`src/rtl/rs_pkg.sv`:
```
package rs_pkg;
  typedef enum logic [1:0] {
    K_WARM   = 2'd0,
    K_COLD   = 2'd1,
    K_RELOAD = 2'd2,
    K_REBOOT = 2'd3
  } rs_kind_e;

  typedef enum logic [1:0] {
    S_IDLE  = 2'd0,
    S_ISSUE = 2'd1,
    S_BUSY  = 2'd2
  } rs_state_e;

  // The more severe of two restart types.
  function automatic rs_kind_e max_kind(rs_kind_e a, rs_kind_e b);
    return (a > b) ? a : b;
  endfunction

  // Wipe enables {perm, temp} for a restart type.
  function automatic logic [1:0] wipe_mask(rs_kind_e k);
    return {(k == K_RELOAD) || (k == K_REBOOT), 1'b1};
  endfunction

  // Operator request code to restart type; code 3 asks for a reload.
  function automatic rs_kind_e req_to_kind(logic [1:0] code);
    return (code == 2'd3) ? K_RELOAD : rs_kind_e'(code);
  endfunction
endpackage

```
`src/rtl/rs_step_counter.sv`:
```
module rs_step_counter #(
  parameter int LIMIT = 3,
  localparam int CW = $clog2(LIMIT + 1)
) (
  input  logic clk,
  input  logic rst_n,
  input  logic bump,
  input  logic clear,
  output logic hit
);
  logic [CW-1:0] cnt_q;

  assign hit = bump && (cnt_q == CW'(LIMIT - 1));

  always_ff @(posedge clk) begin
    if (!rst_n || clear || hit) cnt_q <= '0;
    else if (bump)              cnt_q <= cnt_q + CW'(1);
  end
endmodule

```
`src/rtl/rs_fail_ladder.sv`:
```
module rs_fail_ladder import rs_pkg::*; #(
  parameter int WARM_LIM = 3,
  parameter int COLD_LIM = 3,
  parameter int NUM_IMG  = 4,
  parameter int IMG_W    = 2
) (
  input  logic             clk,
  input  logic             rst_n,
  input  logic             fail_stb,
  input  rs_kind_e         fail_kind,
  input  logic             clear_stb,
  output rs_kind_e         level,
  output logic [IMG_W-1:0] image
);
  logic [1:0] limit_hit;

  for (genvar g = 0; g < 2; g++) begin : g_step
    rs_step_counter #(.LIMIT((g == 0) ? WARM_LIM : COLD_LIM)) u_cnt (
      .clk   (clk),
      .rst_n (rst_n),
      .bump  (fail_stb && (fail_kind == rs_kind_e'(g))),
      .clear (clear_stb),
      .hit   (limit_hit[g])
    );
  end

  function automatic logic [IMG_W-1:0] next_img(logic [IMG_W-1:0] cur);
    return (cur == IMG_W'(NUM_IMG - 1)) ? '0 : cur + IMG_W'(1);
  endfunction

  always_ff @(posedge clk) begin
    if (!rst_n || clear_stb) begin
      level <= K_WARM;
      image <= '0;
    end else if (fail_stb) begin
      case (fail_kind)
        K_WARM:   if (limit_hit[0]) level <= max_kind(level, K_COLD);
        K_COLD:   if (limit_hit[1]) level <= max_kind(level, K_RELOAD);
        K_RELOAD: if (level != K_REBOOT) begin
                    level <= K_REBOOT;
                    image <= '0;
                  end
        default:  image <= next_img(image);
      endcase
    end
  end
endmodule

```
`src/rtl/rs_quiet_timer.sv`:
```
module rs_quiet_timer #(
  parameter int QUIET = 64,
  localparam int CW = $clog2(QUIET + 1)
) (
  input  logic clk,
  input  logic rst_n,
  input  logic start,
  input  logic abort,
  output logic expire
);
  logic          run_q;
  logic [CW-1:0] cnt_q;

  assign expire = run_q && !start && !abort && (cnt_q == CW'(QUIET - 1));

  always_ff @(posedge clk) begin
    if (!rst_n) begin
      run_q <= 1'b0;
      cnt_q <= '0;
    end else if (start) begin
      run_q <= 1'b1;
      cnt_q <= '0;
    end else if (abort || expire) begin
      run_q <= 1'b0;
    end else if (run_q) begin
      cnt_q <= cnt_q + CW'(1);
    end
  end
endmodule

```
`src/rtl/rs_cmd_seq.sv`:
```
module rs_cmd_seq import rs_pkg::*; #(
  parameter int IMG_W = 2
) (
  input  logic             clk,
  input  logic             rst_n,
  input  logic             health_any,
  input  logic             req_valid,
  input  logic [1:0]       req_code,
  input  logic             done_ok,
  input  logic             done_fail,
  input  rs_kind_e         level,
  input  logic [IMG_W-1:0] image,
  output logic             cmd_valid,
  output rs_kind_e         cmd_kind,
  output logic [IMG_W-1:0] cmd_image,
  output logic             wipe_temp,
  output logic             wipe_perm,
  output logic             busy,
  output logic             fail_stb,
  output rs_kind_e         fail_kind,
  output logic             ok_stb,
  output logic             idle_trig
);
  rs_state_e state_q;
  logic      auto_q;
  rs_kind_e  kind_q;
  rs_kind_e  issue_kind;
  logic      trigger;

  assign trigger    = health_any || req_valid;
  assign issue_kind = auto_q ? level : kind_q;
  assign idle_trig  = (state_q == S_IDLE) && trigger;
  assign fail_stb   = (state_q == S_BUSY) && (done_fail || trigger);
  assign fail_kind  = kind_q;
  assign ok_stb     = (state_q == S_BUSY) && done_ok && !fail_stb;

  assign cmd_valid  = (state_q == S_ISSUE);
  assign cmd_kind   = cmd_valid ? issue_kind : K_WARM;
  assign cmd_image  = (cmd_valid && issue_kind == K_REBOOT) ? image : '0;
  assign {wipe_perm, wipe_temp} = cmd_valid ? wipe_mask(issue_kind) : 2'b00;
  assign busy       = (state_q != S_IDLE);

  always_ff @(posedge clk) begin
    if (!rst_n) begin
      state_q <= S_IDLE;
      auto_q  <= 1'b1;
      kind_q  <= K_WARM;
    end else begin
      case (state_q)
        S_IDLE: if (trigger) begin
          state_q <= S_ISSUE;
          auto_q  <= !req_valid;
          if (req_valid) kind_q <= req_to_kind(req_code);
        end
        S_ISSUE: begin
          kind_q  <= issue_kind;
          state_q <= S_BUSY;
        end
        S_BUSY: if (fail_stb) begin
          auto_q  <= 1'b1;
          state_q <= S_ISSUE;
        end else if (done_ok) begin
          state_q <= S_IDLE;
        end
        default: state_q <= S_IDLE;
      endcase
    end
  end
endmodule

```
`src/rtl/restart_escalator.sv`:
```
module restart_escalator import rs_pkg::*; #(
  parameter int WARM_FAIL_LIM = 3,
  parameter int COLD_FAIL_LIM = 3,
  parameter int NUM_IMAGES    = 4,
  parameter int QUIET_CYCLES  = 64,
  localparam int IMG_W = (NUM_IMAGES > 1) ? $clog2(NUM_IMAGES) : 1
) (
  input  logic             clk,
  input  logic             rst_n,
  input  logic             ind_proc_death,
  input  logic             ind_crit_exc,
  input  logic             ind_overload,
  input  logic             usr_req,
  input  logic [1:0]       usr_kind,
  input  logic             rst_ok,
  input  logic             rst_fail,
  output logic             cmd_valid,
  output logic [1:0]       cmd_kind,
  output logic [IMG_W-1:0] cmd_image,
  output logic             wipe_temp,
  output logic             wipe_perm,
  output logic             busy
);
  logic             health_any;
  logic             fail_stb;
  rs_kind_e         fail_kind;
  logic             ok_stb;
  logic             idle_trig;
  logic             quiet_expire;
  rs_kind_e         lvl;
  logic [IMG_W-1:0] img;
  rs_kind_e         kind_e;

  assign health_any = ind_proc_death || ind_crit_exc || ind_overload;
  assign cmd_kind   = kind_e;

  rs_cmd_seq #(.IMG_W(IMG_W)) u_seq (
    .clk        (clk),
    .rst_n      (rst_n),
    .health_any (health_any),
    .req_valid  (usr_req),
    .req_code   (usr_kind),
    .done_ok    (rst_ok),
    .done_fail  (rst_fail),
    .level      (lvl),
    .image      (img),
    .cmd_valid  (cmd_valid),
    .cmd_kind   (kind_e),
    .cmd_image  (cmd_image),
    .wipe_temp  (wipe_temp),
    .wipe_perm  (wipe_perm),
    .busy       (busy),
    .fail_stb   (fail_stb),
    .fail_kind  (fail_kind),
    .ok_stb     (ok_stb),
    .idle_trig  (idle_trig)
  );

  rs_fail_ladder #(
    .WARM_LIM (WARM_FAIL_LIM),
    .COLD_LIM (COLD_FAIL_LIM),
    .NUM_IMG  (NUM_IMAGES),
    .IMG_W    (IMG_W)
  ) u_ladder (
    .clk       (clk),
    .rst_n     (rst_n),
    .fail_stb  (fail_stb),
    .fail_kind (fail_kind),
    .clear_stb (quiet_expire),
    .level     (lvl),
    .image     (img)
  );

  rs_quiet_timer #(.QUIET(QUIET_CYCLES)) u_quiet (
    .clk    (clk),
    .rst_n  (rst_n),
    .start  (ok_stb),
    .abort  (idle_trig),
    .expire (quiet_expire)
  );
endmodule

```
`config.mk`:
```
export PLATFORM = sky130hd
export DESIGN_NAME = restart_escalator
export DESIGN_NICKNAME = d
export VERILOG_FILES = /design/src/rtl/rs_pkg.sv /design/src/rtl/rs_step_counter.sv /design/src/rtl/rs_fail_ladder.sv /design/src/rtl/rs_quiet_timer.sv /design/src/rtl/rs_cmd_seq.sv /design/src/rtl/restart_escalator.sv
export SDC_FILE = /design/constraint.sdc
export NUM_CORES = 1
export LEC_CHECK = 0
export ABC_AREA = 1
export BUFFER_PORTS_ARGS = -buffer_cell sky130_fd_sc_hd__buf_2
export CAP_MARGIN = 20
export CORE_UTILIZATION = 59
export CTS_CLUSTER_SIZE = 14
export DETAILED_ROUTE_END_ITERATION = 10
export GPL_ROUTABILITY_DRIVEN = 0
export PLACE_DENSITY = 0.79
export SLEW_MARGIN = 20
export SYNTH_ARGS = -nofsm -noshare
export SYNTH_HDL_FRONTEND = slang
export SYNTH_SLANG_ARGS = --single-unit
```
`constraint.sdc`:
```
create_clock -name clk -period 3.8 [get_ports clk]
set_input_delay 0.38 -clock clk [delete_from_list [all_inputs] [get_ports clk]]
set_output_delay 0.38 -clock clk [all_outputs]
set_load 0.02 [all_outputs]
```
==> run metrics, run 1 <==
status finished, final reports clean; drt first pass iters 4; Pleak between 0.6 and 0.7 nW; top post-synthesis cells by area dfxtp_1 (34%), nand2_1 (11%), inv_1 (9.1%); final setup violation count 0; fin crit share 0.550; clock tree sinks 21; warning count from the yosys run 0; postcts setup bufs 0; number of global-route vias before repair 996; Hold Path End u_seq.auto_q; DR WL/cell roughly 11 um; Hold WC Path Type primary input to flop; maximum VDD drop 328 uV; Synth Area in XOR/XNOR 0.0493; Max Freq roughly 480 MHz; top-count cell post-synth nand2_1; Worst Path Required 3.42 ns; DP HPWL around 1900 um; TritonCTS Buffers 3; Sequential Power Share 0.545; CP max FO 4; Worst Clk Skew 0.00784 ns; Final Hold Vio Count 0; Critical R2R Launch u_quiet.cnt_q[0]; metal2 WL ~1200 um; Clk pwr share 0.239; internal power 304 uW; adder and majority gate portion of the synthesized area 0.0806; row cnt 16; pwr/cell area around 320 mW/mm^2; library cells used by synthesis 26; Ports 18; RSZ-0062 raised after global routing false; top cell type's share of synthesized area 0.338; startpoint class of the critical path flop; largest net degree at the start of global routing 12; logic gate share of total power 0.216; Util after Layout 0.700; antenna violations before repair 0; fraction of layout instances using a drive strength above 1 0.149; clk_lat worst skew approximately 0.30 ns; die width ~48 um; vias between 1000 and 1500; antenna fix cells 0; core area 0.00196 mm^2; Hold Crit Start rst_n; NetSw between 100 and 150 uW; Syn Std Cell Area about 0.0012 mm^2; Syn Area/Cell between 7 and 8 um^2; sequential area share after synthesis 0.338; max_cap viols 0; DR iter-0 viols 43; multiplexer share of the synthesized area 0; Die ar. approximately 0.0023 mm^2; IO buf count 17; post-CTS sizing 0; critical path type flop to output port; Synth Flop Type dfxtp_1; gate count after technology mapping around 180; Compound-Gate Fraction of Synth Area 0.116; Final min period between 2 and 2.5 ns; largest family of logic cells by synthesized area simple AND/OR/NAND/NOR gates; Synth-to-Final Area Change 10.5%; grt ovf 0; worst-case reg-to-reg path depth 9; WL met1 1070 um; Slew Viols, Final 0; DIE HEIGHT around 48 um; Net Sw Frac 0.311; Setup TNS 0 ns; Reg-to-Reg End u_quiet.cnt_q[0]; syn nets between 150 and 200; DR top layer met4; Synth top cells by count nand2_1 (35), inv_1 (30), dfxtp_1 (21); ys async rst share 0; Total GRT Usage 0.237; CTS max path bufs 2; H-tree lvl count 1; vias per cell between 5 and 6; Starting Density 0.633; Root Buffer clkbuf_4; drt drc 0; cell taking the most area after synthesis dfxtp_1; WL met3 between 70 and 80 um; WL final 2330 um; Nets around 210; first-pass GRT wire length roughly 3900 um; Hold Buf Count CTS 0; number of flops mapped to enable cells by yosys 0; Worst-Margin Slew roughly 0.32 ns; post-synthesis register bit count 21; Final ANT Viol Nets 0; Worst slew margin 0.787; Synth Area in Simple Gates 0.310; r2r setup slk between 2 and 2.5 ns; Arr. time, crit path around 1.7 ns; CTS tree done; clk slew on worst S/H paths approximately 0.11 ns; crit end category output port; Worst Hold Depth 2
[kinds of logic after synthesis]
kind of cell	Yosys count
buf+inv	33
compound gates	23
flops	21
xor+xnor	7
fa+ha+maj	8
simple gates	83
[area by class of cell]
type / instances / area, um^2
timing repair buffer: 17 / 85.1
tap: 27 / 33.8
fill: 184 / 589
inverter: 31 / 116
sequential: 21 / 420
multi-input combinational: 121 / 691
clock buffer: 4 / 26.3
[power by group through the flow]
stage	Combinational, mW	Sequential [mW]	Clock, mW
2_1_floorplan	0.0723	0.243	0
3_3_place_gp	0.0909	0.245	0
3_5_place_dp	0.0938	0.245	0
4_1_cts	0.0945	0.240	0.109
5_1_grt	0.107	0.242	0.118
6_report	0.0950	0.240	0.106
[flip-flops by register name (all words and copies together) (netlist names)]
register and cells:
u_seq.fail_kind 2, u_ladder.g_step.u_cnt.cnt_q 4, u_ladder.image 2, u_seq.auto_q 1, u_quiet.run_q 1, u_seq.state_q 2, u_ladder.level 2, u_quiet.cnt_q 7
[layout by cell type (no fill, tap or decap), types with 2 or more instances in the layout]
cell type / n
o21ai_0: 9
xor2_1: 4
ha_1: 8
dfxtp_1: 21
nand3_1: 12
xnor2_1: 3
nand3b_1: 2
inv_1: 30
nand2_4: 2
buf_2: 17
nand4_1: 5
nand2_1: 35
clkbuf_4: 3
nor2_1: 20
a31oi_1: 2
a21oi_1: 9
[worst max-delay path, cell delays in order, from the launching register on]
cell	delay, ns
dfxtp_1	0.42
inv_1	0.08
nor2_1	0.20
nand2_1	0.12
or2_2	0.31
nor2_1	0.11
buf_2	0.17
[layer usage]
layer,GRT usage,vias up
met5,0,-
met4,0.106,0
met3,0.0340,4
met2,0.405,24
met1,0.293,533
li1,-,597
[how the worst max path moves through the flow]
stage,cells past startpoint,startpoint,endpoint
6_report,6,u_seq.state_q[0],cmd_image[0]
5_1_grt,6,u_seq.state_q[0],cmd_image[0]
4_1_cts,6,u_seq.state_q[0],cmd_image[0]
3_5_place_dp,6,u_seq.state_q[0],cmd_image[0]
3_3_place_gp,6,u_seq.fail_kind[0],cmd_image[1]
2_1_floorplan,5,u_seq.state_q[0],cmd_kind[1]
[per-stage QoR]
step | total power [mW] | instance area [um^2] | hold WS (ns) | cells | worst slack, ns
after floorplan | 0.315 | 1240 | 0.456 | 175 | 1.84
after global placement | 0.335 | 1350 | 0.467 | 217 | 2.14
after detailed placement | 0.339 | 1350 | 0.474 | 217 | 2.05
after CTS | 0.444 | 1370 | 0.303 | 221 | 1.70
after global routing | 0.468 | 1370 | 0.312 | 221 | 1.59
final | 0.441 | 1370 | 0.315 | 221 | 1.71
(Power assumes the default switching activity.)
==> run 2, diff against run 1 <==
ABC_AREA = 0   (was 1)
CORE_UTILIZATION = 56   (was 59)
PLACE_DENSITY = 0.75   (was 0.79)
clock period = 2 ns   (was 3.8 ns; I/O delays follow)
==> run metrics, run 2 <==
critical path type flop to flop; Syn Area/Cell 8.60 um^2 (+21%); vias 1135 (-2.0%); Hold Crit Start rst_n; Final min period 1.89 ns; commonest non-fill, non-tap cell in the layout dfxtp_1; status finished, final reports clean; antenna fix cells 0 (unchanged); NetSw 226 uW (+65%); Synth-to-Final Area Change 11.5%; Hold Path End u_seq.auto_q; logic gate share of total power 0.178 (-0.038); Pleak 0.554 nW (-15%); IO buf count 17 (unchanged); Starting Density 0.615 (-0.0187); largest register by flop count u_quiet.cnt_q; Final ANT Viol Nets 0 (unchanged); post-synthesis register bit count 21 (unchanged); Total GRT Usage 0.241 (+0.00445); Final Hold Vio Count 0 (unchanged); total power 792 uW (+80%); largest net degree at the start of global routing 14 (+2); first-pass GRT wire length 4560 um (+18%); WL final 2560 um (+9.9%); number of fill cells in the layout 182 (-1.1%); max_cap viols 0 (unchanged); row cnt 16 (unchanged); DP HPWL 1990 um (+6.1%); Critical R2R Launch u_seq.fail_kind[0]; CTS max path bufs 2 (unchanged); TritonCTS Buffers 3 (unchanged); Arr. time, crit path 2.13 ns (+0.42 ns); top-count cell post-synth dfxtp_1; H-tree lvl count 1 (unchanged); startpoint class of the critical path flop; DIE HEIGHT 49.3 um (+3.0%); ys async rst share 0 (unchanged); Net Sw Frac 0.285 (-0.0259); Root Buffer clkbuf_4; Slew Viols, Final 0 (unchanged); sequential area share after synthesis 0.335 (-0.00337); Hold Buf Count CTS 0 (unchanged); pwr/cell area 566 mW/mm^2 (+76%); Sequential Power Share 0.566 (+0.021); Ports 18 (unchanged); cell taking the most area after synthesis dfxtp_1; post-CTS sizing 0 (unchanged); syn nets 164 (-15%); max reg flops 7 (unchanged); Max Freq between 500 and 600 MHz; CTS tree done; Synth top cells by count dfxtp_1 (21), a21oi_1 (14), nand2_1 (14); clk_lat worst skew 0.30 ns (about the same); Synth Flop Type dfxtp_1; Setup TNS 0 ns (unchanged); internal power 566 uW (+86%); Die ar. 0.00243 mm^2 (+6.1%); RSZ-0062 raised after global routing false; DR WL/cell 13.2 um (+26%); top cell type's share of synthesized area 0.335 (-0.00337); CP max FO 5 (+1); Reg-to-Reg End u_ladder.image[1]; worst-case reg-to-reg path depth 6 (-3); number of flops mapped to enable cells by yosys 0 (unchanged); core area 0.00204 mm^2 (+4.1%); Clk pwr share 0.256 (+0.017); vias per cell 5.88 (+12%); gate count after technology mapping 146 (-17%); Worst Clk Skew 0.00136 ns (-0.00648 ns); Syn Std Cell Area 0.00125 mm^2 (+1.0%); warning count from the yosys run 0 (unchanged); library cells used by synthesis 41 (+58%); die width 49.3 um (+3.0%); top post-synthesis cells by area dfxtp_1 (33%), ha_1 (8.0%), mux2i_1 (6.4%); Worst-Margin Slew 0.599 ns (+0.279 ns); drt drc 0 (unchanged); clock tree sinks 21 (unchanged); maximum VDD drop 394 uV (+20%); Worst Hold Depth 2 (unchanged); Nets 185 (-13%); fin crit share 0.945; Hold WC Path Type primary input to flop; grt ovf 0 (unchanged); commonest cells after routing, fill and taps aside dfxtp_1 (21), buf_2 (17), nand2_1 (14), a21oi_1 (14); number of global-route vias before repair 1027 (+3.1%); crit end category flop; clk slew on worst S/H paths 0.11 ns (about the same); Worst slew margin 0.598 (-0.189); DR iter-0 viols 16 (-63%); r2r setup slk 0.11 ns (-2.09 ns); drt first pass iters 4 (unchanged); largest registers u_quiet.cnt_q: 7 flops, u_ladder.g_step.u_cnt.cnt_q: 4 flops; antenna violations before repair 0 (unchanged); final setup violation count 0 (unchanged); Worst Path Required 2.24 ns (-1.18 ns); postcts setup bufs 0 (unchanged); fraction of layout instances using a drive strength above 1 0.181 (+0.0312)
## run 2: changes by cell type after synthesis, moves of 5 or more
cell      previous run  this run
inv_1               30         8
nand2_1             35        14
nor2_1              20         8
nand3_1             12         2
mux2i_1              0         8
nand2b_1             0         7
a21oi_1              9        14
o21ai_0              9         4
or3_1                0         5
## run 2: cell type report
class,count,area (um^2),share of cell area
clock buffers,4,26.3,0.0188
inverters,8,30.0,0.0215
multi-input cells,113,781,0.558
flip-flops and latches,21,420,0.301
well taps,27,33.8,0.0242
repair buffers,20,108,0.0769
## run 2: logic make-up after synthesis
group,count (synthesis),synth area share
AND/OR/NAND/NOR,59,0.265
AO/OA/AOI/OAI,37,0.204
flip-flops,21,0.335
buffers and inverters,12,0.0429
multiplexers,9,0.0728
adder cells (fa/ha/maj),8,0.0798
## run 2: metrics by stage
| step | instances | setup slack [ns] | hold slack, ns | utilization | cell area [um^2] |
|---|---|---|---|---|---|
| 2_1_floorplan | 146 | 0.283 | 0.262 | - | 1250 |
| 3_3_place_gp | 189 | 0.241 | 0.439 | 0.672 | 1370 |
| 3_5_place_dp | 189 | 0.139 | 0.441 | 0.672 | 1370 |
| 4_1_cts | 193 | 0.104 | 0.119 | 0.685 | 1400 |
| 5_1_grt | 193 | 0.00125 | 0.121 | 0.685 | 1400 |
| 6_report | 193 | 0.110 | 0.131 | 0.685 | 1400 |
## run 2: routing by layer
| metal | up-vias | global-route usage | wire (um) |
|---|---|---|---|
| met1 | 536 | 0.334 | 1300 |
| met3 | 4 | 0.0685 | 65 |
| met4 | 0 | 0.0637 | 26 |
| met5 | - | 0 | 0 |
| li1 | 578 | - | - |
| met2 | 17 | 0.363 | 1170 |
## run 2: power groups by stage
stage | Clock, mW | Combinational [mW] | Sequential (mW)
floorplan | 0 | 0.102 | 0.453
global placement | 0 | 0.137 | 0.457
detailed placement | 0 | 0.140 | 0.457
CTS | 0.210 | 0.141 | 0.448
global route | 0.222 | 0.161 | 0.450
finish | 0.203 | 0.141 | 0.448
## run 2: worst max-delay path by stage
stage                              to               start  cells after the start  slack [ns]
floorplan           u_ladder.image[1]  u_seq.fail_kind[0]                      6        0.28
global placement    u_ladder.image[1]  u_seq.fail_kind[0]                      6        0.24
detailed placement  u_ladder.image[1]  u_seq.fail_kind[0]                      6        0.14
CTS                 u_ladder.image[1]  u_seq.fail_kind[0]                      6        0.10
global route        u_ladder.image[1]  u_seq.fail_kind[0]                      6       0.001
finish              u_ladder.image[1]  u_seq.fail_kind[0]                      6        0.11
## run 2: worst max-delay path, cell delays in order (launching register included)
cell      delay [ns]
dfxtp_1         0.42
inv_1           0.09
ha_1            0.25
a311oi_1        0.25
o211ai_1        0.18
or3b_2          0.50
a21oi_1         0.15
